==> src/rtl/cred_pkg.sv <==
package cred_pkg;
   localparam int NUM_RES = 3;

   typedef enum logic [1:0] {
      SRC_ROB = 2'd0,
      SRC_IQ  = 2'd1,
      SRC_LSQ = 2'd2
   } cred_src_e;
endpackage

==> src/rtl/cred_slot.sv <==
// One back-end resource: stored free count with same-cycle update bypass
// and the signed credit that results after subtracting in-flight work.
module cred_slot #(
   parameter int CNT_W = 6,
   parameter int INIT  = 8,
   localparam int CR_W = CNT_W + 2
) (
   input  logic                    clk,
   input  logic                    rst_n,
   input  logic                    upd_vld,
   input  logic [CNT_W-1:0]        upd_cnt,
   input  logic [CNT_W-1:0]        inflight,
   input  logic [CNT_W-1:0]        disp,
   output logic signed [CR_W-1:0]  credit
);
   logic [CNT_W-1:0]       free_q;
   logic [CNT_W-1:0]       free_eff;
   logic signed [CR_W-1:0] pend;

   always_ff @(posedge clk) begin
      if (!rst_n)       free_q <= CNT_W'(INIT);
      else if (upd_vld) free_q <= upd_cnt;
   end

   assign free_eff = upd_vld ? upd_cnt : free_q;
   assign pend     = $signed({2'b00, inflight}) - $signed({2'b00, disp});
   assign credit   = $signed({2'b00, free_eff}) - pend;
endmodule

==> src/rtl/cred_pick.sv <==
// Minimum search with fixed tie-break, then grant clamp and width cap.
module cred_pick
   import cred_pkg::*;
#(
   parameter int CNT_W    = 6,
   parameter int RENAME_W = 4,
   localparam int CR_W    = CNT_W + 2,
   localparam int GNT_W   = $clog2(RENAME_W + 1)
) (
   input  logic signed [CR_W-1:0] credit [NUM_RES],
   input  logic [CNT_W-1:0]       avail,
   output logic [GNT_W-1:0]       grant,
   output logic                   block,
   output cred_src_e              src,
   output logic                   evt
);
   logic signed [CR_W-1:0] min_cr;
   logic signed [CR_W-1:0] avail_s;
   logic signed [CR_W-1:0] g_raw;
   logic signed [CR_W-1:0] g_cap;

   assign avail_s = $signed({2'b00, avail});

   always_comb begin
      min_cr = credit[0];
      src    = SRC_ROB;
      if (credit[1] < min_cr) begin
         min_cr = credit[1];
         src    = SRC_IQ;
      end
      if (credit[2] < min_cr) begin
         min_cr = credit[2];
         src    = SRC_LSQ;
      end
   end

   always_comb begin
      evt   = 1'b0;
      g_raw = avail_s;
      if (avail != '0) begin
         if (min_cr <= 0) begin
            g_raw = '0;
            evt   = 1'b1;
         end else if (min_cr < avail_s) begin
            g_raw = min_cr;
            evt   = 1'b1;
         end
      end
      g_cap = (g_raw > $signed(CR_W'(RENAME_W))) ? $signed(CR_W'(RENAME_W)) : g_raw;
   end

   assign grant = GNT_W'(g_cap);
   assign block = (g_cap < avail_s);
endmodule

==> src/rtl/cred_inflight.sv <==
// Renamed-but-not-dispatched counter with underflow clamp.
module cred_inflight #(
   parameter int CNT_W = 6,
   parameter int GNT_W = 3
) (
   input  logic             clk,
   input  logic             rst_n,
   input  logic [GNT_W-1:0] grant,
   input  logic [CNT_W-1:0] disp,
   output logic [CNT_W-1:0] count,
   output logic             underflow
);
   logic [CNT_W+1:0] sum;
   logic [CNT_W+1:0] disp_x;
   logic [CNT_W+1:0] diff;

   assign sum       = {2'b00, count} + (CNT_W+2)'(grant);
   assign disp_x    = {2'b00, disp};
   assign underflow = (sum < disp_x);
   assign diff      = sum - disp_x;

   always_ff @(posedge clk) begin
      if (!rst_n)         count <= '0;
      else if (underflow) count <= '0;
      else                count <= CNT_W'(diff);
   end
endmodule

==> src/rtl/cred_limiter.sv <==
module cred_limiter
   import cred_pkg::*;
#(
   parameter int CNT_W    = 6,
   parameter int RENAME_W = 4,
   parameter int ROB_INIT = 32,
   parameter int IQ_INIT  = 16,
   parameter int LSQ_INIT = 8,
   parameter int EVT_W    = 16,
   parameter bit EVT_SAT  = 1'b1,
   localparam int CR_W    = CNT_W + 2,
   localparam int GNT_W   = $clog2(RENAME_W + 1)
) (
   input  logic             clk,
   input  logic             rst_n,
   input  logic             rob_upd_vld,
   input  logic [CNT_W-1:0] rob_upd_cnt,
   input  logic             rob_upd_empty,
   input  logic             iq_upd_vld,
   input  logic [CNT_W-1:0] iq_upd_cnt,
   input  logic             lsq_upd_vld,
   input  logic [CNT_W-1:0] lsq_upd_cnt,
   input  logic [CNT_W-1:0] disp_cnt,
   input  logic [CNT_W-1:0] disp_lsq_cnt,
   input  logic [CNT_W-1:0] avail_cnt,
   output logic [GNT_W-1:0] grant_cnt,
   output logic             block,
   output logic [1:0]       lim_src,
   output logic             rob_empty,
   output logic [CNT_W-1:0] inflight,
   output logic [EVT_W-1:0] rob_full_evt,
   output logic [EVT_W-1:0] iq_full_evt,
   output logic [EVT_W-1:0] lsq_full_evt,
   output logic             underflow_err
);
   if (CNT_W < 2) begin : g_bad_cnt_w
      $error("CNT_W must be at least 2");
   end
   if (RENAME_W < 1 || RENAME_W >= (1 << CNT_W)) begin : g_bad_width
      $error("RENAME_W out of range for CNT_W");
   end
   if (ROB_INIT >= (1 << CNT_W) || IQ_INIT >= (1 << CNT_W) || LSQ_INIT >= (1 << CNT_W)) begin : g_bad_init
      $error("initial free counts must fit CNT_W");
   end
   if (EVT_W < 1) begin : g_bad_evt_w
      $error("EVT_W must be positive");
   end

   localparam int INIT_TAB [NUM_RES] = '{ROB_INIT, IQ_INIT, LSQ_INIT};

   logic                   upd_v   [NUM_RES];
   logic [CNT_W-1:0]       upd_c   [NUM_RES];
   logic [CNT_W-1:0]       disp_r  [NUM_RES];
   logic signed [CR_W-1:0] credit  [NUM_RES];
   logic [EVT_W-1:0]       evt_q   [NUM_RES];
   cred_src_e              pick_src;
   logic                   pick_evt;

   assign upd_v  = '{rob_upd_vld, iq_upd_vld, lsq_upd_vld};
   assign upd_c  = '{rob_upd_cnt, iq_upd_cnt, lsq_upd_cnt};
   assign disp_r = '{disp_cnt, disp_cnt, disp_lsq_cnt};

   for (genvar r = 0; r < NUM_RES; r++) begin : g_slot
      cred_slot #(.CNT_W(CNT_W), .INIT(INIT_TAB[r])) u_slot (
         .clk      (clk),
         .rst_n    (rst_n),
         .upd_vld  (upd_v[r]),
         .upd_cnt  (upd_c[r]),
         .inflight (inflight),
         .disp     (disp_r[r]),
         .credit   (credit[r])
      );
   end

   cred_pick #(.CNT_W(CNT_W), .RENAME_W(RENAME_W)) u_pick (
      .credit (credit),
      .avail  (avail_cnt),
      .grant  (grant_cnt),
      .block  (block),
      .src    (pick_src),
      .evt    (pick_evt)
   );

   cred_inflight #(.CNT_W(CNT_W), .GNT_W(GNT_W)) u_infl (
      .clk       (clk),
      .rst_n     (rst_n),
      .grant     (grant_cnt),
      .disp      (disp_cnt),
      .count     (inflight),
      .underflow (underflow_err)
   );

   always_ff @(posedge clk) begin
      if (!rst_n)           rob_empty <= 1'b1;
      else if (rob_upd_vld) rob_empty <= rob_upd_empty;
   end

   for (genvar r = 0; r < NUM_RES; r++) begin : g_evt
      logic hit;
      assign hit = pick_evt && (pick_src == cred_src_e'(r));
      if (EVT_SAT) begin : g_sat
         always_ff @(posedge clk) begin
            if (!rst_n)                      evt_q[r] <= '0;
            else if (hit && evt_q[r] != '1) evt_q[r] <= evt_q[r] + 1'b1;
         end
      end else begin : g_wrap
         always_ff @(posedge clk) begin
            if (!rst_n)   evt_q[r] <= '0;
            else if (hit) evt_q[r] <= evt_q[r] + 1'b1;
         end
      end
   end

   assign lim_src      = pick_src;
   assign rob_full_evt = evt_q[0];
   assign iq_full_evt  = evt_q[1];
   assign lsq_full_evt = evt_q[2];
endmodule

==> config.mk <==
export PLATFORM = sky130hd
export DESIGN_NAME = cred_limiter
export DESIGN_NICKNAME = d
export VERILOG_FILES = /design/src/rtl/cred_pkg.sv /design/src/rtl/cred_slot.sv /design/src/rtl/cred_pick.sv /design/src/rtl/cred_inflight.sv /design/src/rtl/cred_limiter.sv
export SDC_FILE = /design/constraint.sdc
export NUM_CORES = 1
export LEC_CHECK = 0
export BUFFER_PORTS_ARGS = -buffer_cell sky130_fd_sc_hd__buf_2
export CORE_AREA = 2 2 164 166
export CTS_CLUSTER_SIZE = 20
export DETAILED_ROUTE_END_ITERATION = 12
export DIE_AREA = 0 0 166 168
export SYNTH_ARGS = -nofsm -noshare
export SYNTH_HDL_FRONTEND = slang
export SYNTH_SLANG_ARGS = --single-unit
==> constraint.sdc <==
create_clock -name clk -period 21.6 [get_ports clk]
set_clock_uncertainty 0.2 [all_clocks]
set_input_delay 3.24 -clock clk [delete_from_list [all_inputs] [get_ports clk]]
set_output_delay 3.24 -clock clk [all_outputs]
set_load 0.005 [all_outputs]
---- Yosys cells after proc, flatten, opt, wreduce, memory -nomap -nowiden ----
Memories as Yosys holds them, arrays and structs flattened.
Index checks and enable logic that the tools add are counted.
word-level totals
  register bits after elaboration ......... 25
  latch bits .............................. 0
  memory bits (writable) .................. 48
  bits in read-only memories .............. 0
  input port bits ......................... 42
  word-level logic and storage cells ...... 68
  memories ................................ 1
operators by class
  add/subtract/negate cells ............... 10
  $mul .................................... 0
  divide/modulo/power cells ............... 0
  magnitude comparators ................... 7
  equality and inequality tests ........... 5
  shifts and indexed selects .............. 0
  mux-type cells .......................... 27
  bitwise logic cells ..................... 4
  reductions and logical operators ........ 9
memory list
  memory  words  width  read ports  clocked after memory_dff  write ports  line                source
  evt_q   3      16     3           0                         3            cred_limiter.sv:55  logic [EVT_W-1:0] evt_q [NUM_RES];
operator list
  cell                                                                              number
  16-bit by 1-bit adder with 16-bit output (second input constant)                  3
  16-bit 2-to-1 mux                                                                 3
  8-bit 2-to-1 mux                                                                  6
  16-bit != test (second input constant)                                            3
  7-bit by 8-bit subtractor with 8-bit output                                       3
  6-bit 2-to-1 mux                                                                  3
  8-bit by 7-bit less-than comparator with 1-bit output                             2
  8-bit less-than comparator                                                        2
  1-bit 2-to-1 mux                                                                  14
  6-bit by 6-bit subtractor with 7-bit output                                       2
  8-bit by 4-bit greater-than comparator with 1-bit output (second input constant)  1
  8-bit by 1-bit <= comparator with 1-bit output (second input constant)            1
  6-bit by 3-bit adder with 7-bit output                                            1
  7-bit by 6-bit less-than comparator with 1-bit output                             1
  1-bit logical AND                                                                 6
  6-bit nonzero test                                                                1
  6-bit subtractor                                                                  1
  1-bit OR                                                                          3
  2-bit by 1-bit equality test with 1-bit output (second input constant)            1
  2-bit equality test (second input constant)                                       1
  2-bit zero test                                                                   1
  2-bit 2-to-1 mux                                                                  1
  2-bit OR reduction                                                                1
  1-bit NOT                                                                         1

---- Depth between registers and ports, before layout ----
Gate-level depths: netlist of the first run.
  depth after elaboration ................. 16
  depth in mapped cells ................... 56
  mapped depth without buffers ............ 55

---- By module ----
From an unflattened synthesis of the first run, not the netlist that was laid out.
unflattened totals
  cells, all modules ...................... 773
  area, all modules ....................... 6862.8 um^2
by module, submodules not included
  module         times used  cells each  area each (um^2)
  cred_limiter   1           245         2625.0
  cred_slot      3           89          742.0
  cred_pick      1           198         1448.9
  cred_inflight  1           63          563.0

---- Least setup slack after synthesis of the first run ----
OpenSTA, ideal clock, no wires.
  path type ............................... input-to-output
  start ................................... in disp_cnt[0]
  end ..................................... out underflow_err
  data arrival time ....................... 13710 ps
  required time ........................... 18160 ps
  slack ................................... 4450 ps
  cell stages on the path ................. 52
  path buffers ............................ 4
  path through ............................ ha_1 > fa_1 > nor2b_1 > o22ai_2 > xnor2_1 > inv_1 > ha_1 > nor3b_1 > mux2_2 > a311oi_2 > nor2_1 > nor3_1 > ha_1 > clkbuf_1 > nand3_1 > nor2_1 > a21oi_1 > nor2_1 > [16 not listed] > ha_1 > clkbuf_1 > inv_1 > a41o_1 > a31o_2 > a21boi_0 > o22ai_1 > nor4b_2 > ha_1 > inv_1 > fa_1 > inv_1 > ha_1 > a21o_1 > a21o_1 > a21o_1 > a21o_1 > a21oi_1
between the ends
  word-level cells in the longest chain between the ends .. 14
RTL lines
  element                                                    line                 source
  start: declaration                                         cred_limiter.sv:23   input logic [CNT_W-1:0] disp_cnt,
  6-bit by 6-bit subtractor with 7-bit output (*)            cred_slot.sv:26      assign pend = $signed({2'b00, inflight}) - $signed({2'b00, disp});
  7-bit by 8-bit subtractor with 8-bit output                cred_slot.sv:27      assign credit = $signed({2'b00, free_eff}) - pend;
  8-bit less-than comparator                                 cred_pick.sv:27      if (credit[1] < min_cr) begin
  8-bit 2-to-1 mux (*)                                       cred_pick.sv:27
  8-bit less-than comparator                                 cred_pick.sv:31      if (credit[2] < min_cr) begin
  8-bit 2-to-1 mux (*)                                       cred_pick.sv:31
  8-bit by 7-bit less-than comparator with 1-bit output      cred_pick.sv:44      end else if (min_cr < avail_s) begin
  8-bit 2-to-1 mux                                           cred_pick.sv:44
  8-bit 2-to-1 mux (*)                                       cred_pick.sv:41      if (min_cr <= 0) begin
  8-bit 2-to-1 mux (*)                                       cred_pick.sv:40      if (avail != '0) begin
  8-bit by 4-bit greater-than comparator with 1-bit output   cred_pick.sv:49      g_cap = (g_raw > $signed(CR_W'(RENAME_W))) ? $signed(CR_W'(RENAME_W)) : g_raw;
  8-bit 2-to-1 mux (*)                                       cred_pick.sv:49
  via grant_cnt[0]                                           cred_limiter.sv:26   output logic [GNT_W-1:0] grant_cnt,
  6-bit by 3-bit adder with 7-bit output (*)                 cred_inflight.sv:17  assign sum = {2'b00, count} + (CNT_W+2)'(grant);
  7-bit by 6-bit less-than comparator with 1-bit output (*)  cred_inflight.sv:19  assign underflow = (sum < disp_x);
  end: declaration                                           cred_limiter.sv:34   output logic underflow_err
The timed path passes the listed nets; every way through them passes the cells marked *.

---- Worst setup path in the final report of the first run ----
  start ................................... in disp_cnt[0]
  end ..................................... out underflow_err
between the ends
  word-level cells in the longest chain between the ends .. 14
RTL lines
  element                                                    line
  6-bit by 6-bit subtractor with 7-bit output                cred_slot.sv:26
  7-bit by 8-bit subtractor with 8-bit output                cred_slot.sv:27
  8-bit less-than comparator                                 cred_pick.sv:27
  8-bit 2-to-1 mux                                           cred_pick.sv:27
  8-bit less-than comparator                                 cred_pick.sv:31
  8-bit 2-to-1 mux                                           cred_pick.sv:31
  8-bit by 7-bit less-than comparator with 1-bit output      cred_pick.sv:44
  8-bit 2-to-1 mux                                           cred_pick.sv:44
  8-bit 2-to-1 mux                                           cred_pick.sv:41
  8-bit 2-to-1 mux                                           cred_pick.sv:40
  8-bit by 4-bit greater-than comparator with 1-bit output   cred_pick.sv:49
  8-bit 2-to-1 mux                                           cred_pick.sv:49
  6-bit by 3-bit adder with 7-bit output                     cred_inflight.sv:17
  7-bit by 6-bit less-than comparator with 1-bit output (*)  cred_inflight.sv:19
Mark *: on every way between the ends. The rest lies on a longest branch, timed or not.

==> metrics.txt, run 1 <==
top cells by area, synth=edfxtp_1 (22%), ha_1 (12%), dfxtp_1 (7.8%), xor2_1 (5.4%), nor2_1 (5.1%); Seq/Total Area, Yosys=30.2%; Yosys Warn Count=0; IO Count=104; post-synthesis simple-gate area fraction=18.9%; CTS Buf Count=9; DR pass1 iterations=5; Synth Area per Inst=9.30 sq um; gpl congestion=0.887; Final Setup Violations=0; worst-case clock buffer depth=2; #FFs+latches synth=73; Final TNS setup=0 ps; Post-synth ARST share=0%; kind of critical path=in2out; fmax=53.1 MHz; worst-margin pin slew=860 ps; Worst-Skew Late Latency=350 ps; XOR/XNOR Fraction of Synth Area=11.7%; drt initial violations=339; CORE AREA=0.0264 sq mm; critical path arrival=15390 ps; Root Driver=clkbuf_16; max-slew violations=0; Yosys top cell by area=edfxtp_1; mux cell area share after synthesis=3.93%; Post-CTS Setup Inserts=0; total die area=0.0279 sq mm; final setup margin=2770 ps; nets=902; Post-Synthesis Cells=692; Main synth FF type=edfxtp_1; run status=finished, final reports clean; gr usage total=12.9%; PortBufs=103; initial antenna violation count=3; DRC Markers=0; CTS clk-pin slew, worst paths=60 ps; largest net degree at the start of global routing=17; largest family of logic cells by synthesized area=simple AND/OR/NAND/NOR gates; leading cell type by number of instances after synthesis=nor2_1; Die Y=168 microns; dpl hpwl=14.6 mm; max_cap viols=0; Crit path buffers/inverters=8; DR vias/cell=4.69; num rows=60; Hold Path Class=reg2reg; startpoint types=primary input; Avg WL per Cell=15.9 microns; Fillers=2825; DP Cell Count=1119; synth-to-layout area growth=17.9%; unrepaired setup endpoints after global routing=no; Synthesized Nets=805; complex-gate fraction of the synthesized area=15.0%; Initial Util=24.4%; ANT nets after route=0; post-CTS resize count=0; Crit path largest cell delay=680 ps; Final min period=18830 ps; post-synthesis cell type count=74; share of the synthesized area in the top cell type=22.4%; H-tree depth=3; Layout Cells excl Fill=1137; Slew headroom=42.5%; GRT Residual Overflow=0; clock net sink count=73; Synth Area in Adders=15.4%; Final Hold Viols=0; Period Utilization, post-route=87.2%; CP max stage cell=nor2_1; # hold bufs at CTS=0; Worst Path Max Fanout=15; die width=166 microns; vias in the first global route=5229; Post-synth top cells=nor2_1 (87), ha_1 (64), inv_1 (59), edfxtp_1 (48), xor2_1 (40); routed vias=5328; synthesized area=0.00644 sq mm; Worst Path Required=18160 ps; CP delay by family, top=compound AO/OA/AOI/OAI gates; share of cells above drive strength 1=19.8%; critical path capture point type=primary output; Routed WL=18.1 mm; first-pass GRT wire length=28.4 mm; most frequent CP cell=ha_1; CTS tree=built; number of flops mapped to enable cells by yosys=48; Placement Setup Slack=2870 ps
-- layer usage --
metal	up-vias	global-route usage (%)	part of all wire [%]	wire, microns
met3	28	2.40	4.0	724
met2	126	21.5	46	8330
li1	2658	-	-	-
met5	-	0	0.072	13
met4	2	5.29	2.9	527
met1	2514	16.4	47	8460
-- worst paths after layout --
path,start,end,slack (ps),cells after the start
setup / recovery,disp_cnt[0],underflow_err,2770,51
hold reg to reg,rob_empty,rob_empty,270,2
hold / removal,rob_empty,rob_empty,270,2
setup reg to reg,u_infl.count[0],u_infl.count[2],8640,52
-- final cells by class --
cell class / count / area (sq um) / area share [%]
multi-input cells: 543 / 4180 / 55.1
flip-flops and latches: 73 / 1940 / 25.6
repair buffers: 103 / 515 / 6.79
well taps: 341 / 427 / 5.62
clock buffers: 11 / 243 / 3.20
inverters: 59 / 221 / 2.92
clock inverters: 5 / 56.3 / 0.742
diodes: 2 / 5.00 / 0.0659
-- state kept, by name (all words and copies together), names as in the netlist --
signal,flops
g_slot.u_slot.free_q,18
evt_q,48
rob_empty,1
u_infl.count,6
-- placed cells by master, fill, tap and decap left out, types with 6 or more instances in the layout --
master / Yosys / routed
nor2_2: 6 / 6
nor2b_1: 11 / 11
and3_1: 6 / 6
buf_2: 1 / 103
edfxtp_1: 48 / 48
a31oi_1: 7 / 7
mux2i_1: 14 / 14
clkbuf_16: 0 / 9
o21ai_0: 22 / 22
dfxtp_1: 25 / 25
nand2b_1: 10 / 10
nor2_1: 87 / 87
a21o_1: 17 / 17
fa_1: 7 / 7
o21a_1: 7 / 7
a21oi_1: 25 / 25
xor2_1: 40 / 40
ha_1: 64 / 64
nand2_1: 29 / 29
nor3_1: 9 / 9
xnor2_1: 36 / 36
and2_1: 12 / 12
mux2_2: 10 / 10
nand4_1: 9 / 9
nand3_1: 28 / 28
inv_1: 59 / 59
-- worst min-delay path, delay by kind of cell, from the launching register on --
family	cells	cell delay (ps)
multiplexers	1	60
AND/OR/NAND/NOR	1	60
flip-flops	1	320
-- through the flow --
step	util, %	hold slack (ps)	area (sq um)
6_report	28.8	267	7590
5_1_grt	28.8	292	7590
4_1_cts	28.8	270	7590
3_5_place_dp	27.7	254	7290
3_3_place_gp	27.7	254	7290
2_1_floorplan	-	238	6440
-- cell families (layout without fill, tap and decap cells) --
kind of cell,after synthesis,after routing
AND/OR/NAND/NOR,240,240
XOR/XNOR,80,80
AO/OA/AOI/OAI,123,123
buffers and inverters,76,178
multiplexers,24,24
flip-flops,73,73
adder cells (fa/ha/maj),76,76
other,0,2
Power of run 1 is left out: the tool's default activity adds up to more than one toggle a clock period on the data nets, which glitch-free logic cannot reach.
==> run 2: changes to the inputs <==
--- a/config.mk
+++ b/config.mk
@@ -10,6 +10,8 @@
 export CTS_CLUSTER_SIZE = 20
 export DETAILED_ROUTE_END_ITERATION = 12
 export DIE_AREA = 0 0 166 168
+export RECOVER_POWER = 50
 export SYNTH_ARGS = -nofsm -noshare
 export SYNTH_HDL_FRONTEND = slang
 export SYNTH_SLANG_ARGS = --single-unit
+export TNS_END_PERCENT = 1
==> run 2 against run 1 <==
  * The flow now finishes with violations (max-capacitance violations, max-slew violations)
  * Global-route usage did not move
  * Cell count did not move
  * Die area did not move
  * Fmax fell by 1.5%
  * Clock-buffer cell count did not move
  * Sequential share of layout area rose by 0.35 points
  * Worst hold slack barely moved
  * Sequential cell count did not move
  * Via count rose by 0.45%
  * First-iteration DRC count fell by 8.3%
  * Non-clock buffer count did not move
  * Routed wire length barely moved
  * Largest cell class unchanged
  * Highest routed layer is now met4
==> metrics.txt, run 2 (synthesis results as in run 1) <==
Root Driver=clkbuf_16; Final min period=19110 ps (+288 ps); total die area=0.0279 sq mm (unchanged); CTS clk-pin slew, worst paths=60 ps (about the same); Final Hold Viols=0 (unchanged); clock net sink count=73 (unchanged); drt initial violations=311 (-8.3%); largest net degree at the start of global routing=17 (unchanged); CORE AREA=0.0264 sq mm (unchanged); Worst-Skew Late Latency=350 ps (about the same); Initial Util=24.4% (unchanged); critical path capture point type=primary output; run status=complete, but fails checks; most frequent cells in the layout=nor2_1 (87), buf_2 (74), ha_1 (64), inv_1 (59), edfxtp_1 (48); Slew headroom=-1.48% (-44 points); PortBufs=103 (unchanged); max reg flops=48 (unchanged); Post-CTS Setup Inserts=0 (unchanged); GRT Residual Overflow=0 (unchanged); CP max stage cell=nor2_1; Final Setup Violations=0 (unchanged); Worst Path Required=18160 ps (about the same); vias in the first global route=5229 (unchanged); Avg WL per Cell=15.9 microns (about the same); Regs by FF count=evt_q x48, g_slot.u_slot.free_q x18, u_infl.count x6; num rows=60 (unchanged); dpl hpwl=14.6 mm (unchanged); ANT nets after route=0 (unchanged); gr usage total=12.9% (unchanged); max_cap viols=1 (+1); most common cell after layout, fill and taps aside=nor2_1; share of cells above drive strength 1=14.7% (-5.0 points); nets=902 (unchanged); Final TNS setup=0 ps (unchanged); initial antenna violation count=2 (-1); # hold bufs at CTS=0 (unchanged); Reg with most FFs=evt_q; Period Utilization, post-route=88.5% (+1.3 points); routed vias=5352 (+0.45%); Fillers=2841 (+0.57%); critical path arrival=15670 ps (+280 ps); first-pass GRT wire length=28.4 mm (unchanged); die width=166 microns (unchanged); IO Count=104 (unchanged); CTS tree=built; kind of critical path=in2out; post-CTS resize count=0 (unchanged); DR vias/cell=4.71 (+0.45%); worst-margin pin slew=1520 ps (+661 ps); DRC Markers=0 (unchanged); Hold Path Class=reg2reg; synth-to-layout area growth=16.3%; CTS Buf Count=9 (unchanged); worst-case clock buffer depth=2 (unchanged); Crit path largest cell delay=680 ps (about the same); fmax=52.3 MHz (-1.5%); Routed WL=18.1 mm (about the same); max-slew violations=17 (+17); Worst Path Max Fanout=15 (unchanged); most frequent CP cell=ha_1; startpoint types=primary input; DR pass1 iterations=4 (-1); CP delay by family, top=compound AO/OA/AOI/OAI gates; Die Y=168 microns (unchanged); Crit path buffers/inverters=7 (-1); failing checks=max-capacitance violations, max-slew violations; gpl congestion=0.887 (unchanged); unrepaired setup endpoints after global routing=no; H-tree depth=3 (unchanged)
[run 2: changes by cell type in the layout (fill, tap and decap cells not counted), moves of 3 or more]
cell	delta
mux2_2	-5
clkbuf_1	+29
o2111ai_1	+3
o2111ai_4	-3
buf_2	-29
mux2_1	+5
[run 2: final timing paths]
check	startpoint	endpoint	slack (ps)	cells past startpoint
hold / removal	g_slot[0].u_slot.free_q[5]	g_slot[0].u_slot.free_q[5]	270	2
setup / recovery	disp_cnt[0]	underflow_err	2490	52
setup reg to reg	u_infl.count[0]	u_infl.count[4]	8340	53
hold reg to reg	g_slot[0].u_slot.free_q[5]	g_slot[0].u_slot.free_q[5]	270	2
[run 2: final cells by class]
class | count | area, sq um | share of cell area (%)
Tap cell | 341 | 427 | 5.70
Inverter | 59 | 221 | 2.96
Clock buffer | 11 | 243 | 3.24
Sequential cell | 73 | 1940 | 25.9
Multi-Input combinational cell | 543 | 4110 | 54.9
Timing Repair Buffer | 103 | 479 | 6.40
Clock inverter | 5 | 56.3 | 0.752
Antenna cell | 2 | 5.00 | 0.0668
[run 2: metrics by stage]
step / utilization, % / cells / cell area (sq um) / setup WS (ps) / hold WS, ps
finish: 28.4 / 1137 / 7490 / 2490 / 267
detailed placement: 27.7 / 1119 / 7290 / 2870 / 254
global placement: 27.7 / 1119 / 7290 / 3250 / 254
global route: 28.4 / 1136 / 7480 / 1310 / 292
CTS: 28.8 / 1135 / 7590 / 2820 / 270
floorplan: - / 692 / 6440 / 4450 / 238
[run 2: per-layer routing]
| metal | vias up | track usage, % | wire length, microns |
|---|---|---|---|
| met5 | - | 0 | 0 |
| met3 | 27 | 2.40 | 810 |
| met2 | 131 | 21.5 | 8290 |
| li1 | 2660 | - | - |
| met4 | 0 | 5.29 | 541 |
| met1 | 2534 | 16.4 | 8420 |
[run 2: worst register-to-register path: cells and delay by family (launching register included)]
kind | cells | cell delay, ps
AOI/OAI and AO/OA | 21 | 4090
xor gates and xnor gates | 2 | 540
adders and majority gates | 10 | 3380
buffers and inverters | 6 | 860
DFF | 1 | 370
muxes | 1 | 280
and+or+nand+nor | 13 | 3410
Power of run 2 is left out for the same reason.
==> run 3: changes to the inputs <==
--- a/config.mk
+++ b/config.mk
@@ -5,7 +5,7 @@
 export SDC_FILE = /design/constraint.sdc
 export NUM_CORES = 1
 export LEC_CHECK = 0
-export BUFFER_PORTS_ARGS = -buffer_cell sky130_fd_sc_hd__buf_2
+export BUFFER_PORTS_ARGS = -buffer_cell sky130_fd_sc_hd__clkbuf_2
 export CORE_AREA = 2 2 164 166
 export CTS_CLUSTER_SIZE = 20
 export DETAILED_ROUTE_END_ITERATION = 12
==> run 3 against run 2 <==
  * The flow still finishes with violations (max-capacitance violations, max-slew violations)
  * Clock-buffer cell count is 1 lower
  * Utilization rose by 0.16 points
  * Die area did not move
==> metrics.txt, run 3 (synthesis results as in run 1) <==
run status=complete, but fails checks; failing checks=max-capacitance violations, max-slew violations; most common cell after layout, fill and taps aside=nor2_1; Worst Path Max Fanout=15 (unchanged); kind of critical path=in2out; post-CTS resize count=0 (unchanged); first-pass GRT wire length=28.4 mm (+0.14%); Hold Crit Depth=2 (unchanged); Slew headroom=-3.94% (-2.5 points); initial antenna violation count=1 (-1); multi-input logic area=0.00411 sq mm (unchanged); Initial Util=24.4% (unchanged); r2r worst-path depth=53 (unchanged); GRT Residual Overflow=0 (unchanged); drt initial violations=311 (unchanged); most frequent cells in the layout=nor2_1 (87), clkbuf_2 (75), ha_1 (64), inv_1 (59), edfxtp_1 (48); Final min period=19240 ps (+122 ps); worst-margin pin slew=1560 ps (+36.8 ps); Die Y=168 microns (unchanged); Regs by FF count=evt_q x48, g_slot.u_slot.free_q x18, u_infl.count x6; die width=166 microns (unchanged); gpl congestion=0.882 (-0.56%); CTS clk-pin slew, worst paths=60 ps (about the same); num rows=60 (unchanged); final core utilization=28.6% (+0.16 points); IO Count=104 (unchanged); clock net sink count=73 (unchanged); reg2reg start=u_infl.count[0]; Final Setup Violations=0 (unchanged); nets=902 (unchanged); Final Hold Viols=0 (unchanged); Hold EP=g_slot[0].u_slot.free_q[5]; Worst-Skew Late Latency=350 ps (about the same); CORE AREA=0.0264 sq mm (unchanged); H-tree depth=3 (unchanged); Avg WL per Cell=15.8 microns (-0.57%); largest net degree at the start of global routing=17 (unchanged); vias in the first global route=5330 (+1.9%); synth-to-layout area growth=17.0%; PortBufs=103 (unchanged); most frequent CP cell=ha_1; max reg flops=48 (unchanged); share of cells above drive strength 1=14.9% (+0.13 points); CP max stage cell=nor2_1; Routed WL=17.9 mm (-0.74%); Crit path largest cell delay=660 ps (-20 ps); Worst Path Required=18160 ps (about the same); unrepaired setup endpoints after global routing=no; # hold bufs at CTS=0 (unchanged); area occupied by registers=0.00194 sq mm (unchanged); fmax=52.0 MHz (-0.64%); RR Endpoint=u_infl.count[5]; DR pass1 iterations=5 (+1); Fillers=2780 (-2.1%); CTS Buf Count=9 (unchanged); Hold Path Class=reg2reg; dpl hpwl=14.5 mm (-0.62%); ANT nets after route=0 (unchanged); max-slew violations=17 (unchanged); critical path arrival=15800 ps (+130 ps); DR vias/cell=4.71 (+0.10%); ANT cells=0 (-2); Worst Hold Launch=g_slot[0].u_slot.free_q[5]; DRC Markers=0 (unchanged); total die area=0.0279 sq mm (unchanged); gr usage total=12.9% (+0.023 points); Period Utilization, post-route=89.1% (+0.57 points); startpoint types=primary input; Post-CTS Setup Inserts=0 (unchanged); Final TNS setup=0 ps (unchanged); routed vias=5348 (-0.075%); Root Driver=clkbuf_16; critical path capture point type=primary output; CTS tree=built; Reg with most FFs=evt_q; r2r setup slk=8200 ps (-140 ps); worst-case clock buffer depth=2 (unchanged); max_cap viols=1 (unchanged)
[run 3: cell type report]
type / instances / area share [%]
Timing Repair Buffer: 103 / 6.38
Inverter: 59 / 2.94
Multi-Input combinational cell: 543 / 54.6
Clock buffer: 10 / 3.04
Sequential cell: 73 / 25.8
Clock inverter: 6 / 1.53
Tap cell: 341 / 5.67
[run 3: worst max-delay path, delay by kind of cell]
family / cells / cell delay, ps
and+or+nand+nor: 11 / 3080
AOI/OAI and AO/OA: 21 / 4150
xor gates and xnor gates: 2 / 540
adders and majority gates: 10 / 3430
buffers and inverters: 7 / 1030
muxes: 1 / 280
[run 3: worst max-delay path by stage]
stage	slack (ps)	start	endpoint	depth (start not counted)
final	2360	disp_cnt[0]	underflow_err	52
after global routing	1020	disp_cnt[0]	underflow_err	52
after CTS	2710	disp_cnt[0]	underflow_err	51
after detailed placement	2770	disp_cnt[0]	underflow_err	51
after global placement	3200	disp_cnt[0]	underflow_err	51
after floorplan	4450	disp_cnt[0]	underflow_err	52
[run 3: routing by layer]
| layer | GRT usage (%) | vias up | wire (microns) |
|---|---|---|---|
| li1 | - | 2653 | - |
| met1 | 16.2 | 2528 | 8250 |
| met2 | 21.6 | 134 | 8320 |
| met3 | 2.28 | 33 | 767 |
| met4 | 6.05 | 0 | 603 |
| met5 | 0 | - | 0 |
[run 3: per-stage QoR]
| stage | setup slack (ps) | hold slack (ps) | instances | instance area [sq um] |
|---|---|---|---|---|
| 2_1_floorplan | 4450 | 238 | 692 | 6440 |
| 3_3_place_gp | 3200 | 257 | 1119 | 7290 |
| 3_5_place_dp | 2770 | 260 | 1119 | 7290 |
| 4_1_cts | 2710 | 276 | 1135 | 7630 |
| 5_1_grt | 1020 | 292 | 1135 | 7530 |
| 6_report | 2360 | 278 | 1135 | 7530 |
Power of run 3 is left out for the same reason.
